### config.mk
export PLATFORM = sky130hd
export DESIGN_NAME = wp_cache
export DESIGN_NICKNAME = d
export VERILOG_FILES = /design/src/rtl/wp_cache_pkg.sv /design/src/rtl/wp_line_store.sv /design/src/rtl/wp_pred_table.sv /design/src/rtl/wp_way_match.sv /design/src/rtl/wp_cache.sv
export SDC_FILE = /design/constraint.sdc
export NUM_CORES = 2
export LEC_CHECK = 0
export BUFFER_PORTS_ARGS = -buffer_cell sky130_fd_sc_hd__buf_2
export CAP_MARGIN = 20
export CORE_MARGIN = 2
export CORE_UTILIZATION = 30
export CTS_CLUSTER_SIZE = 28
export DETAILED_ROUTE_END_ITERATION = 8
export HOLD_SLACK_MARGIN = 0.05
export SYNTH_ARGS = -nofsm -noshare
export SYNTH_HDL_FRONTEND = slang
export SYNTH_SLANG_ARGS = --single-unit
### constraint.sdc
create_clock -name clk -period 15.1 [get_ports clk]
set_input_delay 1.51 -clock clk [delete_from_list [all_inputs] [get_ports clk]]
set_output_delay 1.51 -clock clk [all_outputs]
set_load 0.01 [all_outputs]
### src/rtl/wp_cache_pkg.sv
`timescale 1ns/1ps
package wp_cache_pkg;
   typedef enum logic [1:0] {
      KIND_FAST = 2'b00,
      KIND_SLOW = 2'b01,
      KIND_MISS = 2'b10
   } rsp_kind_t;

   typedef enum logic [1:0] {
      ST_IDLE,
      ST_CHECK,
      ST_SLOW,
      ST_FILL
   } ctl_state_t;
endpackage

### src/rtl/wp_line_store.sv
`timescale 1ns/1ps
module wp_line_store #(
   parameter int WAYS   = 2,
   parameter int SETS   = 16,
   parameter int TAG_W  = 8,
   parameter int DATA_W = 32,
   localparam int IDX_W = $clog2(SETS),
   localparam int WAY_W = $clog2(WAYS)
) (
   input  logic                           clk,
   input  logic                           rst_n,
   input  logic [IDX_W-1:0]               rd_idx,
   input  logic                           wr_en,
   input  logic [WAY_W-1:0]               wr_way,
   input  logic [IDX_W-1:0]               wr_idx,
   input  logic [TAG_W-1:0]               wr_tag,
   input  logic [DATA_W-1:0]              wr_data,
   output logic [WAYS-1:0]                rd_valid,
   output logic [WAYS-1:0][TAG_W-1:0]     rd_tag,
   output logic [WAYS-1:0][DATA_W-1:0]    rd_data
);
   for (genvar w = 0; w < WAYS; w++) begin : g_way
      logic [SETS-1:0]   vld;
      logic [TAG_W-1:0]  tag_mem [SETS];
      logic [DATA_W-1:0] dat_mem [SETS];
      logic              sel;

      assign sel = wr_en && (wr_way == WAY_W'(w));

      always_ff @(posedge clk or negedge rst_n) begin
         if (!rst_n)   vld <= '0;
         else if (sel) vld[wr_idx] <= 1'b1;
      end

      always_ff @(posedge clk) begin
         if (sel) begin
            tag_mem[wr_idx] <= wr_tag;
            dat_mem[wr_idx] <= wr_data;
         end
      end

      assign rd_valid[w] = vld[rd_idx];
      assign rd_tag[w]   = tag_mem[rd_idx];
      assign rd_data[w]  = dat_mem[rd_idx];
   end
endmodule

### src/rtl/wp_pred_table.sv
`timescale 1ns/1ps
module wp_pred_table #(
   parameter int WAYS = 2,
   parameter int SETS = 16,
   localparam int IDX_W = $clog2(SETS),
   localparam int WAY_W = $clog2(WAYS)
) (
   input  logic             clk,
   input  logic             rst_n,
   input  logic [IDX_W-1:0] rd_idx,
   input  logic             upd_en,
   input  logic [IDX_W-1:0] upd_idx,
   input  logic [WAY_W-1:0] upd_way,
   output logic [WAY_W-1:0] rd_way
);
   logic [WAY_W-1:0] guess [SETS];

   always_ff @(posedge clk or negedge rst_n) begin
      if (!rst_n) begin
         for (int s = 0; s < SETS; s++) guess[s] <= '0;
      end else if (upd_en) begin
         guess[upd_idx] <= upd_way;
      end
   end

   assign rd_way = guess[rd_idx];
endmodule

### src/rtl/wp_way_match.sv
`timescale 1ns/1ps
module wp_way_match #(
   parameter int WAYS  = 2,
   parameter int TAG_W = 8,
   localparam int WAY_W = $clog2(WAYS)
) (
   input  logic [WAYS-1:0]            valid,
   input  logic [WAYS-1:0][TAG_W-1:0] tags,
   input  logic [TAG_W-1:0]           look_tag,
   input  logic [WAY_W-1:0]           pred_way,
   output logic                       pred_hit,
   output logic                       any_hit,
   output logic [WAY_W-1:0]           hit_way,
   output logic [WAY_W-1:0]           victim_way
);
   logic [WAYS-1:0]  match;
   logic [WAY_W-1:0] other_way;

   // single comparator for the first attempt
   assign pred_hit = valid[pred_way] && (tags[pred_way] == look_tag);

   always_comb begin
      match = '0;
      for (int w = 0; w < WAYS; w++) match[w] = valid[w] && (tags[w] == look_tag);
   end

   assign any_hit = |match;

   always_comb begin
      hit_way = '0;
      for (int w = WAYS - 1; w >= 0; w--) if (match[w]) hit_way = WAY_W'(w);
   end

   if (WAYS == 2) begin : g_pair
      assign other_way = ~pred_way;
   end else begin : g_ring
      assign other_way = pred_way + WAY_W'(1);
   end

   always_comb begin
      victim_way = other_way;
      for (int w = WAYS - 1; w >= 0; w--) if (!valid[w]) victim_way = WAY_W'(w);
   end
endmodule

### src/rtl/wp_cache.sv
`timescale 1ns/1ps
module wp_cache
   import wp_cache_pkg::*;
#(
   parameter int ADDR_W = 12,
   parameter int DATA_W = 32,
   parameter int SETS   = 16,
   parameter int WAYS   = 2,
   localparam int IDX_W = $clog2(SETS),
   localparam int WAY_W = $clog2(WAYS),
   localparam int TAG_W = ADDR_W - IDX_W
) (
   input  logic              clk,
   input  logic              rst_n,
   input  logic              req_valid,
   input  logic [ADDR_W-1:0] req_addr,
   output logic              req_ready,
   output logic              rsp_valid,
   output logic [DATA_W-1:0] rsp_data,
   output logic              rsp_hit,
   output logic [1:0]        rsp_kind,
   output logic              mem_req,
   output logic [ADDR_W-1:0] mem_addr,
   input  logic              mem_valid,
   input  logic [DATA_W-1:0] mem_data
);
   if (SETS < 2 || (SETS & (SETS - 1)) != 0) begin : g_bad_sets
      $error("SETS must be a power of two of at least 2");
   end
   if (WAYS < 2 || (WAYS & (WAYS - 1)) != 0) begin : g_bad_ways
      $error("WAYS must be a power of two of at least 2");
   end
   if (TAG_W < 1) begin : g_bad_addr
      $error("ADDR_W must exceed the index width");
   end

   ctl_state_t              state;
   logic [ADDR_W-1:0]       held_addr;
   logic [WAY_W-1:0]        hit_way_q, victim_q;
   logic [DATA_W-1:0]       slow_data_q;

   logic [IDX_W-1:0]        look_idx;
   logic [TAG_W-1:0]        look_tag;
   logic [WAYS-1:0]         way_valid;
   logic [WAYS-1:0][TAG_W-1:0]  way_tag;
   logic [WAYS-1:0][DATA_W-1:0] way_data;
   logic [WAY_W-1:0]        pred_way, hit_way, victim_way;
   logic                    pred_hit, any_hit;
   logic                    fill_done, upd_en;
   logic [WAY_W-1:0]        upd_way;

   // idle looks up the incoming address, later states the held one
   assign look_idx  = (state == ST_IDLE) ? req_addr[IDX_W-1:0]      : held_addr[IDX_W-1:0];
   assign look_tag  = (state == ST_IDLE) ? req_addr[ADDR_W-1:IDX_W] : held_addr[ADDR_W-1:IDX_W];
   assign req_ready = (state == ST_IDLE);
   assign mem_req   = (state == ST_FILL);
   assign mem_addr  = held_addr;
   assign fill_done = (state == ST_FILL) && mem_valid;
   assign upd_en    = (state == ST_SLOW) || fill_done;
   assign upd_way   = (state == ST_SLOW) ? hit_way_q : victim_q;

   wp_line_store #(.WAYS(WAYS), .SETS(SETS), .TAG_W(TAG_W), .DATA_W(DATA_W)) i_store (
      .clk(clk), .rst_n(rst_n), .rd_idx(look_idx),
      .wr_en(fill_done), .wr_way(victim_q), .wr_idx(held_addr[IDX_W-1:0]),
      .wr_tag(held_addr[ADDR_W-1:IDX_W]), .wr_data(mem_data),
      .rd_valid(way_valid), .rd_tag(way_tag), .rd_data(way_data)
   );

   wp_pred_table #(.WAYS(WAYS), .SETS(SETS)) i_pred (
      .clk(clk), .rst_n(rst_n), .rd_idx(look_idx),
      .upd_en(upd_en), .upd_idx(held_addr[IDX_W-1:0]), .upd_way(upd_way),
      .rd_way(pred_way)
   );

   wp_way_match #(.WAYS(WAYS), .TAG_W(TAG_W)) i_match (
      .valid(way_valid), .tags(way_tag), .look_tag(look_tag), .pred_way(pred_way),
      .pred_hit(pred_hit), .any_hit(any_hit), .hit_way(hit_way), .victim_way(victim_way)
   );

   always_ff @(posedge clk or negedge rst_n) begin
      if (!rst_n) begin
         state       <= ST_IDLE;
         held_addr   <= '0;
         hit_way_q   <= '0;
         victim_q    <= '0;
         slow_data_q <= '0;
         rsp_valid   <= 1'b0;
         rsp_data    <= '0;
         rsp_hit     <= 1'b0;
         rsp_kind    <= KIND_FAST;
      end else begin
         rsp_valid <= 1'b0;
         unique case (state)
            ST_IDLE: begin
               if (req_valid) begin
                  held_addr <= req_addr;
                  if (pred_hit) begin
                     rsp_valid <= 1'b1;
                     rsp_data  <= way_data[pred_way];
                     rsp_hit   <= 1'b1;
                     rsp_kind  <= KIND_FAST;
                  end else begin
                     state <= ST_CHECK;
                  end
               end
            end
            ST_CHECK: begin
               hit_way_q   <= hit_way;
               victim_q    <= victim_way;
               slow_data_q <= way_data[hit_way];
               state       <= any_hit ? ST_SLOW : ST_FILL;
            end
            ST_SLOW: begin
               rsp_valid <= 1'b1;
               rsp_data  <= slow_data_q;
               rsp_hit   <= 1'b1;
               rsp_kind  <= KIND_SLOW;
               state     <= ST_IDLE;
            end
            ST_FILL: begin
               if (mem_valid) begin
                  rsp_valid <= 1'b1;
                  rsp_data  <= mem_data;
                  rsp_hit   <= 1'b0;
                  rsp_kind  <= KIND_MISS;
                  state     <= ST_IDLE;
               end
            end
            default: state <= ST_IDLE;
         endcase
      end
   end
endmodule

==> metrics.yaml <==
synthesis:
  synthArstFlopShare: 0.0935
  synth_warnings: 0
  synthTopCellsByCount: "1280 x edfxtp_1, 413 x nand2_1, 209 x mux2i_1"
  synth_ff_type: "edfxtp_1"
  yosysTopAreaCell: "edfxtp_1"
  syn_inst: 3218
  syn_nets: 3266
  synth_top_area_frac: 0.685
  yosys-top-cells-area: "edfxtp_1 68%, mux4_2 8.1%, dfrtp_1 5.9%"
  netlist_area_um2: 56100
  synth_cell_types: 66
  synth-edff-count: 1280
  synth-seq-area-share: 0.744
  syn_area_per_cell_um2: 17.4
  synth_top_family_by_area: "multiplexers"
  ys_ff_latch: 1412
  synthMuxAreaShare: 0.140
  synth_compound_area_frac: 0.0402
  synth_xor_area_frac: 0.00218
  synthSimpleGateAreaFrac: 0.0568
  synth_most_common_cell: "edfxtp_1"
  synth_fa_ha_area_frac: 0
placed_design:
  place.gp.congestion: 0.788
  port_buffers: 97
  dp_hpwl_um: 78200
  place_ws_ns: 7.21
power:
  total_power_w: 0.0129
  power_density_nw_per_um2: 201
  p_leak_nw: 21.0
  ir_drop_v: 0.000139
timing:
  fin_skew_ns: 0.0235
  setup_violations: 0
  setup_slack_ns: 7.92
  setup_tns_ns: 0
  fin_crit_sh: 0.475
  post-route-min-period_ns: 7.18
  rsz0062_at_grt: "no"
  fmax_ghz: 0.139
  slew_violations: 0
  finalHoldViolations: 0
  max_slew_margin: 0.251
  worst_pin_slew_ns: 1.12
status:
  status: "complete, no violations"
critical_path:
  ff2ff_path_depth: 14
  worst-path-buf-inv: 3
  crit_path_frequent_cell: "buf_4"
  critPathMaxFanout: 97
  cp-end-kind: "register"
  required_ns: 15.68
  critPathArrivalTime_ns: 7.76
  worstReg2RegEnd: "slow_data_q[14]"
  slowest_delay_ns: 0.89
  rrSetupSlack_ns: 7.92
  cp-startpoint: "state[1]"
  crit_type: "reg2reg"
  reg2reg_from: "state[1]"
  cp_slowest_cell: "dfrtp_4"
  critPathTopFamily: "simple AND/OR/NAND/NOR gates"
  crit_chain: "o21ai_0 -> nand2_8 -> buf_4 -> buf_4 -> mux2i_1 -> o22ai_1 -> nor4_1 -> xnor2_1 -> nand4_1 -> nor3_2 -> nor2b_4 -> buf_4 -> mux2i_1 -> o21ai_0"
  crit_path_start_kind: "register"
min_path:
  holdCritStartpoint: "i_store.g_way[1].vld[12]"
  hold_path_depth: 1
  holdPathEnd: "i_store.g_way[1].vld[12]"
  worstHoldPathType: "reg2reg"
layout:
  fillers: 17400
  drive_gt1_frac: 0.220
  nets: 3380
  syn_to_final_growth_pct: 14.5
  multi_input_comb_area_um2: 13800
  seq_area_um2: 41700
global_route:
  antenna_found_initial: 14
  grt-ovfl-total: 0
  grt_pass1_wl_um: 219000
  met1_usage: 0.199
  met3_usage: 0.0228
  grt_max_degree: 98
  grt_usage: 0.158
  use_met2: 0.273
  grt_pass1_vias: 30400
  grt-busiest-layer: "met2"
cts:
  cts_buffers: 135
  insertion_delay_ns: 0.77
  cts_resized: 0
  cts_setup_buffers: 0
  clk_pin_slew_ns: 0.06
  cts_tree: "yes"
  htree_levels: 4
  cts.sinks: 1412
  cts-hold-fix-buffers: 0
  clockRootBuffer: "clkbuf_16"
  cts_max_path_buffers: 3
floorplanning:
  start_util: 0.302
  die_h_um: 437
  die-width_um: 437
  ios: 98
  core_um2: 186000
  placementRows: 158
  dieArea_um2: 191000
route:
  vias: 30300
  wl_um: 153000
  vias_per_cell: 5.11
  drtAntennaViolNets: 0
  drt-pass1-iter-count: 5
  drt_iter0_markers: 3264
  drc: 0
  wl_per_cell_um: 25.7
flow_run:
  max-cap-violations: 0
==> layout make-up <==
cell class                      count  area share
Multi-Input combinational cell   1605       0.215
Tap cell                         2480      0.0483
Timing Repair Buffer              169      0.0160
Clock buffer                      164      0.0555
Antenna cell                        2   0.0000779
Sequential cell                  1412       0.650
Inverter                            9    0.000526
Clock inverter                     87      0.0155
==> flip-flops by register name (all words and copies together) (netlist names), 2 cells and up <==
| signal | flops |
|---|---|
| i_store.g_way.dat_mem | 1024 |
| i_store.g_way.tag_mem | 256 |
| i_store.g_way.vld | 32 |
| rsp_data | 32 |
| slow_data_q | 32 |
| i_pred.guess | 16 |
| mem_addr | 12 |
| rsp_kind | 2 |
| state | 2 |
==> cell usage in the layout, fill, tap and decap left out, types with 4 or more instances in the layout <==
cell	Yosys	layout
edfxtp_1	1280	1280
nand2_1	413	413
mux2i_1	209	209
mux4_2	203	203
nand3_1	149	149
o21ai_0	149	148
clkbuf_16	0	135
dfrtp_1	132	130
buf_2	65	96
mux2_2	78	77
buf_4	10	71
o2111ai_1	67	67
o22ai_1	36	36
a21oi_1	36	34
or2_2	34	34
clkinv_2	0	33
nor2_4	0	27
nor2_1	54	27
mux2_1	27	27
clkbuf_1	74	21
nor3_1	20	18
bufinv_16	0	17
clkinv_1	0	16
nor4_1	11	9
xnor2_1	9	9
a211oi_1	9	9
inv_1	8	8
o21a_1	8	8
a31oi_1	9	8
clkbuf_8	0	8
nand4_1	7	7
inv_6	0	7
or4_1	6	6
clkinv_8	0	6
and3_1	5	5
xor2_1	5	5
or4b_2	4	4
nor3_2	2	4
clkinvlp_4	0	4
==> per-layer routing <==
layer | vias to the layer above | share of wire
met3 | 273 | 0.053
met4 | 6 | 0.037
met2 | 1033 | 0.51
met1 | 16000 | 0.40
met5 | - | 0.00027
li1 | 12900 | -
==> stage by stage <==
step | instances | cell area [um^2] | hold slack (ns) | util
floorplan | 3218 | 56100 | 0.430 | -
global placement | 5674 | 59700 | 0.445 | 0.322
detailed placement | 5675 | 59700 | 0.448 | 0.322
CTS | 5926 | 64300 | 0.464 | 0.346
global route | 5928 | 64300 | 0.472 | 0.346
finish | 5928 | 64300 | 0.462 | 0.346
==> report_power, final <==
group          internal, W  switching [W]
logic              0.00177        0.00292
clock network      0.00200        0.00149
registers          0.00459       0.000168
==> how the worst max path moves through the flow <==
stage	cells past startpoint	endpoint	slack [ns]
CTS	14	slow_data_q[14]	7.98
global route	14	slow_data_q[14]	7.56
detailed placement	15	slow_data_q[14]	7.21
floorplan	3	i_store.g_way[1].vld[12]	8.99
global placement	15	slow_data_q[15]	7.28
finish	14	slow_data_q[14]	7.92
==> logic make-up (layout without fill, tap and decap cells) <==
family                 after synthesis  in the layout
flip-flops                        1412           1412
other                                0              2
multiplexers                       518            518
XOR/XNOR                            14             14
AO/OA/AOI/OAI                      352            352
buffers and inverters              201            429
AND/OR/NAND/NOR                    721            721
(Power assumes the default switching activity.)
